[src/rtl/aatx_pkg.sv]
package aatx_pkg;

   typedef enum logic [1:0] {
      FMT_LJ  = 2'd0,
      FMT_I2S = 2'd1,
      FMT_RJ  = 2'd2,
      FMT_TDM = 2'd3
   } fmt_e;

endpackage

[src/rtl/aatx_word_pack.sv]
module aatx_word_pack
   import aatx_pkg::*;
#(
   parameter int SAMPLE_W = 24,
   parameter int AUX_W    = 8,
   parameter int WLEN_W   = 5,
   parameter int WL_MIN   = 16,
   localparam int SLOT_W  = SAMPLE_W + AUX_W
) (
   input  fmt_e                fmt,
   input  logic [WLEN_W-1:0]   wlen,
   input  logic                bypass,
   input  logic                ins_en,
   input  logic [SAMPLE_W-1:0] sample,
   input  logic [AUX_W-1:0]    aux,
   output logic [SLOT_W-1:0]   word
);

   localparam int SHW = $clog2(SAMPLE_W + 1);
   localparam logic [WLEN_W-1:0] WL_LO = WLEN_W'(WL_MIN);
   localparam logic [WLEN_W-1:0] WL_HI = WLEN_W'(SAMPLE_W);

   if (WL_MIN > SAMPLE_W) begin : g_bad_min
      $error("aatx_word_pack: WL_MIN exceeds SAMPLE_W");
   end
   if ((1 << WLEN_W) <= SAMPLE_W) begin : g_bad_wlen
      $error("aatx_word_pack: WLEN_W too narrow for SAMPLE_W");
   end

   logic [WLEN_W-1:0]   wl_clamp;
   logic [SHW-1:0]      eff_len;
   logic [SHW-1:0]      drop;
   logic [SAMPLE_W-1:0] kept;
   logic [AUX_W-1:0]    side;

   always_comb begin
      if (wlen < WL_LO)      wl_clamp = WL_LO;
      else if (wlen > WL_HI) wl_clamp = WL_HI;
      else                   wl_clamp = wlen;
      eff_len = bypass ? SHW'(SAMPLE_W) : SHW'(wl_clamp);
      drop    = SHW'(SAMPLE_W) - eff_len;
      kept    = sample & ({SAMPLE_W{1'b1}} << drop);
      side    = ins_en ? aux : '0;
      if (fmt == FMT_RJ) word = {side, kept >> drop};
      else               word = {kept, side};
   end

endmodule

[src/rtl/aatx_frame_track.sv]
module aatx_frame_track
   import aatx_pkg::*;
#(
   parameter int SLOT_W = 32,
   parameter int CNT_W  = 7
) (
   input  logic             clk,
   input  logic             rst_n,
   input  logic             fclk,
   input  fmt_e             fmt,
   input  logic             ins_en,
   output logic             left_ld,
   output logic             right_ld,
   output logic             len_err,
   output logic [CNT_W-1:0] pos
);

   localparam logic [CNT_W-1:0] ONE_SLOT = CNT_W'(SLOT_W);
   localparam logic [CNT_W-1:0] TWO_SLOT = CNT_W'(2 * SLOT_W);
   localparam logic [CNT_W-1:0] CNT_TOP  = {CNT_W{1'b1}};

   if ((1 << CNT_W) - 1 <= 2 * SLOT_W) begin : g_bad_cnt
      $error("aatx_frame_track: CNT_W cannot span two subframes");
   end

   logic             fclk_q;
   logic             seen;
   logic [CNT_W-1:0] cnt;
   logic             err_q;
   logic             rise, fall, bound, bad_len;

   always_comb begin
      rise = fclk & ~fclk_q;
      fall = ~fclk & fclk_q;
      unique case (fmt)
         FMT_TDM: begin
            bound    = rise;
            left_ld  = rise;
            right_ld = seen && (cnt == ONE_SLOT) && !rise;
            bad_len  = cnt < TWO_SLOT;
         end
         FMT_I2S: begin
            bound    = rise | fall;
            left_ld  = fall;
            right_ld = rise;
            bad_len  = cnt != ONE_SLOT;
         end
         default: begin
            bound    = rise | fall;
            left_ld  = rise;
            right_ld = fall;
            bad_len  = cnt != ONE_SLOT;
         end
      endcase
   end

   always_ff @(negedge clk or negedge rst_n) begin
      if (!rst_n) begin
         fclk_q <= 1'b0;
         seen   <= 1'b0;
         cnt    <= '0;
         err_q  <= 1'b0;
      end else begin
         fclk_q <= fclk;
         err_q  <= bound && seen && ins_en && bad_len;
         if (bound) begin
            cnt  <= CNT_W'(1);
            seen <= 1'b1;
         end else if (cnt != CNT_TOP) begin
            cnt <= cnt + 1'b1;
         end
      end
   end

   assign len_err = err_q;
   assign pos     = cnt;


   err_cause_chk: assert property (@(negedge clk) disable iff (!rst_n)
      len_err |-> $past(ins_en));


   err_edge_chk: assert property (@(negedge clk) disable iff (!rst_n)
      len_err |-> $past(fclk != fclk_q));

endmodule

[src/rtl/aatx_shift_out.sv]
module aatx_shift_out #(
   parameter int SLOT_W = 32
) (
   input  logic              clk,
   input  logic              rst_n,
   input  logic              load,
   input  logic              delay,
   input  logic [SLOT_W-1:0] word,
   output logic              sd
);

   if (SLOT_W < 2) begin : g_bad_slot
      $error("aatx_shift_out: SLOT_W too small");
   end

   logic [SLOT_W-1:0] sh;

   always_ff @(negedge clk or negedge rst_n) begin
      if (!rst_n) begin
         sh <= '0;
         sd <= 1'b0;
      end else if (load && delay) begin
         sd <= sh[SLOT_W-1];
         sh <= word;
      end else if (load) begin
         sd <= word[SLOT_W-1];
         sh <= {word[SLOT_W-2:0], 1'b0};
      end else begin
         sd <= sh[SLOT_W-1];
         sh <= {sh[SLOT_W-2:0], 1'b0};
      end
   end


   lead_bit_chk: assert property (@(negedge clk) disable iff (!rst_n)
      (load && !delay) |=> (sd == $past(word[SLOT_W-1])));


   late_bit_chk: assert property (@(negedge clk) disable iff (!rst_n)
      (load && delay) |=> (sd == $past(sh[SLOT_W-1])));


   shift_bit_chk: assert property (@(negedge clk) disable iff (!rst_n)
      !load |=> (sd == $past(sh[SLOT_W-1])));

endmodule

[src/rtl/aux_audio_tx.sv]
module aux_audio_tx
   import aatx_pkg::*;
#(
   parameter int SAMPLE_W = 24,
   parameter int AUX_W    = 8,
   parameter int WLEN_W   = 5,
   parameter int WL_MIN   = 16,
   parameter int CNT_W    = 7
) (
   input  logic                bclk,
   input  logic                rst_n,
   input  logic                fclk,
   input  logic [1:0]          fmt_sel,
   input  logic [WLEN_W-1:0]   wlen,
   input  logic                bypass,
   input  logic                ins_en,
   input  logic [SAMPLE_W-1:0] left_in,
   input  logic [SAMPLE_W-1:0] right_in,
   input  logic [AUX_W-1:0]    aux_left,
   input  logic [AUX_W-1:0]    aux_right,
   output logic                sdata,
   output logic                len_err
);

   localparam int SLOT_W = SAMPLE_W + AUX_W;
   localparam int N_CH   = 2;

   if (SLOT_W != 32) begin : g_bad_slot
      $error("aux_audio_tx: subframe must total 32 bits");
   end

   fmt_e fmt;
   assign fmt = fmt_e'(fmt_sel);

   logic [SAMPLE_W-1:0] ch_smp [N_CH];
   logic [AUX_W-1:0]    ch_aux [N_CH];
   logic [SLOT_W-1:0]   ch_word[N_CH];

   assign ch_smp[0] = left_in;
   assign ch_smp[1] = right_in;
   assign ch_aux[0] = aux_left;
   assign ch_aux[1] = aux_right;

   for (genvar c = 0; c < N_CH; c++) begin : g_pack
      aatx_word_pack #(
         .SAMPLE_W(SAMPLE_W),
         .AUX_W   (AUX_W),
         .WLEN_W  (WLEN_W),
         .WL_MIN  (WL_MIN)
      ) i_pack (
         .fmt   (fmt),
         .wlen  (wlen),
         .bypass(bypass),
         .ins_en(ins_en),
         .sample(ch_smp[c]),
         .aux   (ch_aux[c]),
         .word  (ch_word[c])
      );
   end

   logic             left_ld, right_ld;
   logic [CNT_W-1:0] pos;

   aatx_frame_track #(
      .SLOT_W(SLOT_W),
      .CNT_W (CNT_W)
   ) i_track (
      .clk     (bclk),
      .rst_n   (rst_n),
      .fclk    (fclk),
      .fmt     (fmt),
      .ins_en  (ins_en),
      .left_ld (left_ld),
      .right_ld(right_ld),
      .len_err (len_err),
      .pos     (pos)
   );

   logic [SLOT_W-1:0] right_hold;
   logic [SLOT_W-1:0] next_word;

   always_ff @(negedge bclk or negedge rst_n) begin
      if (!rst_n)       right_hold <= '0;
      else if (left_ld) right_hold <= ch_word[1];
   end

   assign next_word = left_ld ? ch_word[0] : right_hold;

   aatx_shift_out #(
      .SLOT_W(SLOT_W)
   ) i_shift (
      .clk  (bclk),
      .rst_n(rst_n),
      .load (left_ld | right_ld),
      .delay(fmt == FMT_I2S),
      .word (next_word),
      .sd   (sdata)
   );


   tdm_quiet_chk: assert property (@(negedge bclk) disable iff (!rst_n)
      (fmt == FMT_TDM && $past(fmt) == FMT_TDM && pos > CNT_W'(2 * SLOT_W)) |-> !sdata);

endmodule

[config.mk]
export PLATFORM = sky130hd
export DESIGN_NAME = aux_audio_tx
export DESIGN_NICKNAME = d
export VERILOG_FILES = /design/src/rtl/aatx_pkg.sv /design/src/rtl/aatx_word_pack.sv /design/src/rtl/aatx_frame_track.sv /design/src/rtl/aatx_shift_out.sv /design/src/rtl/aux_audio_tx.sv
export SDC_FILE = /design/constraint.sdc
export NUM_CORES = 1
export LEC_CHECK = 0
export BUFFER_PORTS_ARGS = -buffer_cell sky130_fd_sc_hd__buf_2
export CAP_MARGIN = 20
export CORE_MARGIN = 2
export CORE_UTILIZATION = 50
export DETAILED_ROUTE_END_ITERATION = 8
export GPL_TIMING_DRIVEN = 0
export PLACE_DENSITY = 0.69
export SETUP_SLACK_MARGIN = 0.1
export SLEW_MARGIN = 20
export SYNTH_ARGS = -nofsm -noshare
export SYNTH_HDL_FRONTEND = slang
export SYNTH_SLANG_ARGS = --single-unit
[constraint.sdc]
create_clock -name bclk -period 2.3 [get_ports bclk]
set_input_delay 0 -clock bclk [delete_from_list [all_inputs] [get_ports bclk]]
set_output_delay 0 -clock bclk [all_outputs]
set_load 0.03 [all_outputs]
==> metrics.csv, run 1 <==
metric,value,unit
Inserted Clock Buffers,9,
GPL Wtd Cong,1.221,
DPL Wire Length,30100,µm
sequential fraction of the synthesis area,26.49,%
Synth Instances,973,
H-tree Lvls,3,
top_reg_cell synth,dfrtn_1,
number of synthesized register bits,75,
GR Overflow Total,50,
failing step,global routing (5_1_grt),
synth unique cells,77,
pin count of the biggest net entering global routing,60,
root buffer cell,clkbuf_16,
Synth area leaders,"dfrtn_1 26%, nand2_1 6.4%, a21oi_1 6.4%",
number of synthesized flops with an enable pin,0,
"Net Count, Synth",1057,
average cell area after synthesis,7.281,µm²
die width,123.0,µm
cts hold-fix bufs,0,
All-Layer GR Usage,70.60,%
Error,[ERROR GRT-0232] Routing congestion too high. Check the congestion heatmap in the GUI.,
"Async S/R FF share, synth",100.0,%
Die Span Y,123.0,µm
clock buffer depth,2,
share of the synthesized area in the top cell type,26.49,%
clk sinks,75,
Initial Util,51.04,%
GR repair worst EP,right_hold[7]$_DFFE_NN0P_/D,
worst endpoint pin kind,register input,
status,aborted with a tool error,
I/O pin total,78,
IO Port Bufs,75,
Synth warnings,0,
post-synthesis cell area,7084,µm²
number of cell rows,43,
post-synth top area cell,dfrtn_1,
## logic make-up after synthesis
kind of cell / after synthesis / synth area share [%]
adder cells (fa/ha/maj): 8 / 1.413
multiplexers: 26 / 4.822
AND/OR/NAND/NOR: 360 / 22.85
AO/OA/AOI/OAI: 398 / 37.32
XOR/XNOR: 4 / 0.4946
flip-flops: 75 / 26.49
buffers and inverters: 102 / 6.605
## Yosys cell counts, types with 4 or more instances
cell type,number
nand2_1,121
nor2_1,112
a21oi_1,90
dfrtn_1,75
o21ai_0,72
clkbuf_1,50
nand3_1,50
a31oi_1,48
o211ai_1,36
buf_2,18
mux2i_1,15
nor3_1,15
o22ai_1,15
a211oi_1,14
a221oi_1,13
a22oi_1,13
a32oi_1,12
nand2b_1,12
and3_1,11
buf_1,10
buf_4,10
a311oi_1,9
inv_1,9
ha_1,8
nand4_1,8
o21a_1,8
o311ai_0,8
nor2b_1,7
mux4_2,6
o21ai_1,6
o31ai_1,6
mux2_2,5
o221ai_1,5
a2111oi_0,4
or3_1,4
## layer usage
layer	overflow	global-route usage [%]
met3	0	53.87
met4	29	68.47
met2	20	86.22
met1	1	74.10
met5	0	7.986
## per-stage QoR
step / setup TNS [ns] / std cells / setup WS (ns) / cell area, µm²
2_1_floorplan: -90.01 / 973 / -1.810 / 7371
4_1_cts: -79.69 / 1326 / -1.567 / 10290
3_5_place_dp: -143.55 / 1229 / -2.719 / 8003
3_3_place_gp: -160.32 / 1228 / -2.785 / 7971
## timing repair
action	4_1_cts
setup buffers	82
gates resized for setup	299
gates cloned	1
endpoints found under the setup margin	66
pin swaps	79
hold endpoints to repair	0
==> run 2: changes to the inputs <==
--- a/config.mk
+++ b/config.mk
@@ -8,11 +8,10 @@
 export BUFFER_PORTS_ARGS = -buffer_cell sky130_fd_sc_hd__buf_2
 export CAP_MARGIN = 20
 export CORE_MARGIN = 2
-export CORE_UTILIZATION = 50
+export CORE_UTILIZATION = 35
 export DETAILED_ROUTE_END_ITERATION = 8
 export GPL_TIMING_DRIVEN = 0
-export PLACE_DENSITY = 0.69
-export SETUP_SLACK_MARGIN = 0.1
+export PLACE_DENSITY_LB_ADDON = 0.15
 export SLEW_MARGIN = 20
 export SYNTH_ARGS = -nofsm -noshare
 export SYNTH_HDL_FRONTEND = slang
==> metrics.csv, run 2 <==
metric,value,unit,change
DR pass1 iterations,8,,
clock buffer depth,2,,unchanged
total wire length,46750,µm,
slowest CP cell,mux4_2,,
DPL Wire Length,34100,µm,was 30100 µm
most frequent cells in the layout,"111 x buf_4, 109 x nand2_1, 91 x nor2_1",,
busiest grt layer,met2,,
number of synthesized flops with an enable pin,0,,unchanged
Inserted Clock Buffers,9,,unchanged
"most common cell after layout, fill and taps aside",buf_4,,
final setup fails,64,,
GR Overflow Total,0,,
H-tree Lvls,3,,unchanged
grt met2 use,63.73,%,
Max-Cap Viols,0,,
most frequent cell after synthesis,nand2_1,,unchanged
share of cells above drive strength 1,42.62,%,
"Async S/R FF share, synth",100.0,%,unchanged
Worst path most repeated cell,buf_12,,
Placed Area,8115,µm²,was 8003 µm²
CP max FO,7,,
Die Span Y,146.3,µm,was 123.0 µm
Final WS setup,-1.679,ns,
synth unique cells,77,,unchanged
Pleak,4.418,nW,
"slowest stage delay, CP",0.57,ns,
DP Worst Slack,-2.943,ns,was -2.719 ns
GPL Wtd Cong,1.083,,was 1.221
status,"finished, violations left",,was aborted with a tool error
vias in the first global route,9491,,
VDD IR max,0.0002789,V,
Initial DRC Count,1601,,
number of cell rows,52,,was 43
post-synthesis cell area,7084,µm²,unchanged
Antenna Nets Post-Route,0,,
Avg Vias per Cell,6.921,,
clk sinks,75,,unchanged
sequential fraction of the synthesis area,26.49,%,unchanged
I/O pin total,78,,unchanged
CTS tree,done,,
share of the synthesized area in the top cell type,26.49,%,unchanged
"delay-heaviest family, CP",buffers and inverters,,
met3 Use GR,8.969,%,
pin count of the biggest net entering global routing,55,,
CP Data Required Time,1.33,ns,
relative slew slack,17.57,%,
Synth area leaders,"dfrtn_1 26%, nand2_1 6.4%, a21oi_1 6.4%",,unchanged
Final Slew Violations,0,,
Synth Instances,973,,unchanged
top_reg_cell synth,dfrtn_1,,unchanged
Initial Util,35.35,%,was 51.04%
DRC viols,0,,
post-synth top area cell,dfrtn_1,,unchanged
crit path kind,in2reg,,
worst-skew pair later-pin latency,0.34,ns,
"Arr. time, crit path",3.01,ns,
P per Cell Area,537.7,nW/µm²,
cts hold-fix bufs,0,,unchanged
number of synthesized register bits,75,,unchanged
final instance area,11390,µm²,
"Hold Violations, Final",0,,
average cell area after synthesis,7.281,µm²,unchanged
failing checks,setup timing,,
drt wl/cell,31.98,µm,
Final nets,1271,,
vias,10120,,
initial antenna violation count,0,,
All-Layer GR Usage,41.75,%,
Antenna diodes,0,,
worst path cell trace,buf_12 -> nand4bb_1 -> buf_6 -> buf_12 -> buf_12 -> ha_4 -> buf_12 -> clkinv_8 -> ha_4 -> buf_8 -> o31a_1 -> buf_4 -> mux2_4 -> mux4_2 -> a221oi_4 -> nor2_1,,
full die area,21390,µm²,
RSZ-0062 raised after global routing,true,,
clk_skew,0.007003,ns,
die width,146.3,µm,was 123.0 µm
IO Port Bufs,75,,unchanged
P&R area growth vs syn,60.76,%,
Setup crit end kind,flop,,
root buffer cell,clkbuf_16,,unchanged
number of buffers and inverters on the critical path,8,,
"Net Count, Synth",1057,,unchanged
Worst Hold Class,reg2reg,,
top post-synthesis cells by count,"121 x nand2_1, 112 x nor2_1, 90 x a21oi_1, 75 x dfrtn_1, 72 x o21ai_0",,unchanged
Core Area,20040,µm²,
Clock Pin Slew Worst Setup and Hold Paths,0.05,ns,
crit start category,input port,,
Synth warnings,0,,unchanged
slew at the pin closest to its max-slew limit,1.224,ns,
first-pass GRT wire length,65540,µm,
met1 Use GR,53.75,%,
[run 2: cell counts after synthesis]
No cell type changed its count.
[run 2: timing repair]
item,CTS,global route
buffers inserted,97,28
cloned,4,0
endpoints found under the setup margin,66,66
pin swaps,115,80
gates resized for setup,347,78
[run 2: power by group]
part | switching [mW] | leakage [nW] | internal, mW
combinational | 1.77 | 3.38 | 1.11
sequential | 0.105 | 0.889 | 1.60
clock | 0.590 | 0.153 | 0.953
[run 2: per-layer routing]
layer | wire length (µm) | up-vias
met4 | 3739 | 0
met1 | 17590 | 4826
li1 | - | 4149
met2 | 19950 | 884
met5 | 0 | -
met3 | 5466 | 259
[run 2: path summary, 6_finish.rpt]
check / start / endpoint / slack [ns] / depth (start not counted)
setup / recovery: wlen[3] / right_hold[13] / -1.68 / 16
hold / removal: i_shift.sh[31] / i_shift.sd / 0.44 / 1
setup reg to reg: i_track.fclk_q / i_shift.sh[22] / -0.44 / 10
hold reg to reg: i_shift.sh[31] / i_shift.sd / 0.44 / 1
max in group asynchronous: rst_n / right_hold[8] / 1.09 / 2
min in group asynchronous: rst_n / i_shift.sh[29] / 0.59 / 1
[run 2: through the flow]
step	utilization [%]	std cells	hold WS (ns)	total power, mW	setup TNS, ns
2_1_floorplan	-	973	0.4021	2.858	-90.01
3_3_place_gp	40.34	1318	0.4194	3.680	-185.69
3_5_place_dp	40.50	1319	0.4277	3.675	-152.90
4_1_cts	54.16	1435	0.4410	5.846	-80.91
5_1_grt	56.83	1462	0.4513	6.277	-89.24
6_report	56.83	1462	0.4360	6.123	-86.77
[run 2: area by class of cell]
cell class | instances | area, µm²
buffer | 89 | 853.3
tap | 270 | 337.8
sequential | 75 | 1877
inverter | 11 | 66.31
fill | 1865 | 8651
multi-input combinational | 796 | 6304
clock buffer | 10 | 229.0
timing repair buffer | 205 | 1632
clock inverter | 6 | 90.09
[run 2: logic make-up after synthesis]
| group | synth area share [%] |
|---|---|
| AO/OA/AOI/OAI | 37.32 |
| XOR/XNOR | 0.4946 |
| adder cells (fa/ha/maj) | 1.413 |
| buffers and inverters | 6.605 |
| flip-flops | 26.49 |
| multiplexers | 4.822 |
| AND/OR/NAND/NOR | 22.85 |
No activity file was read; power rests on OpenSTA's default activity.
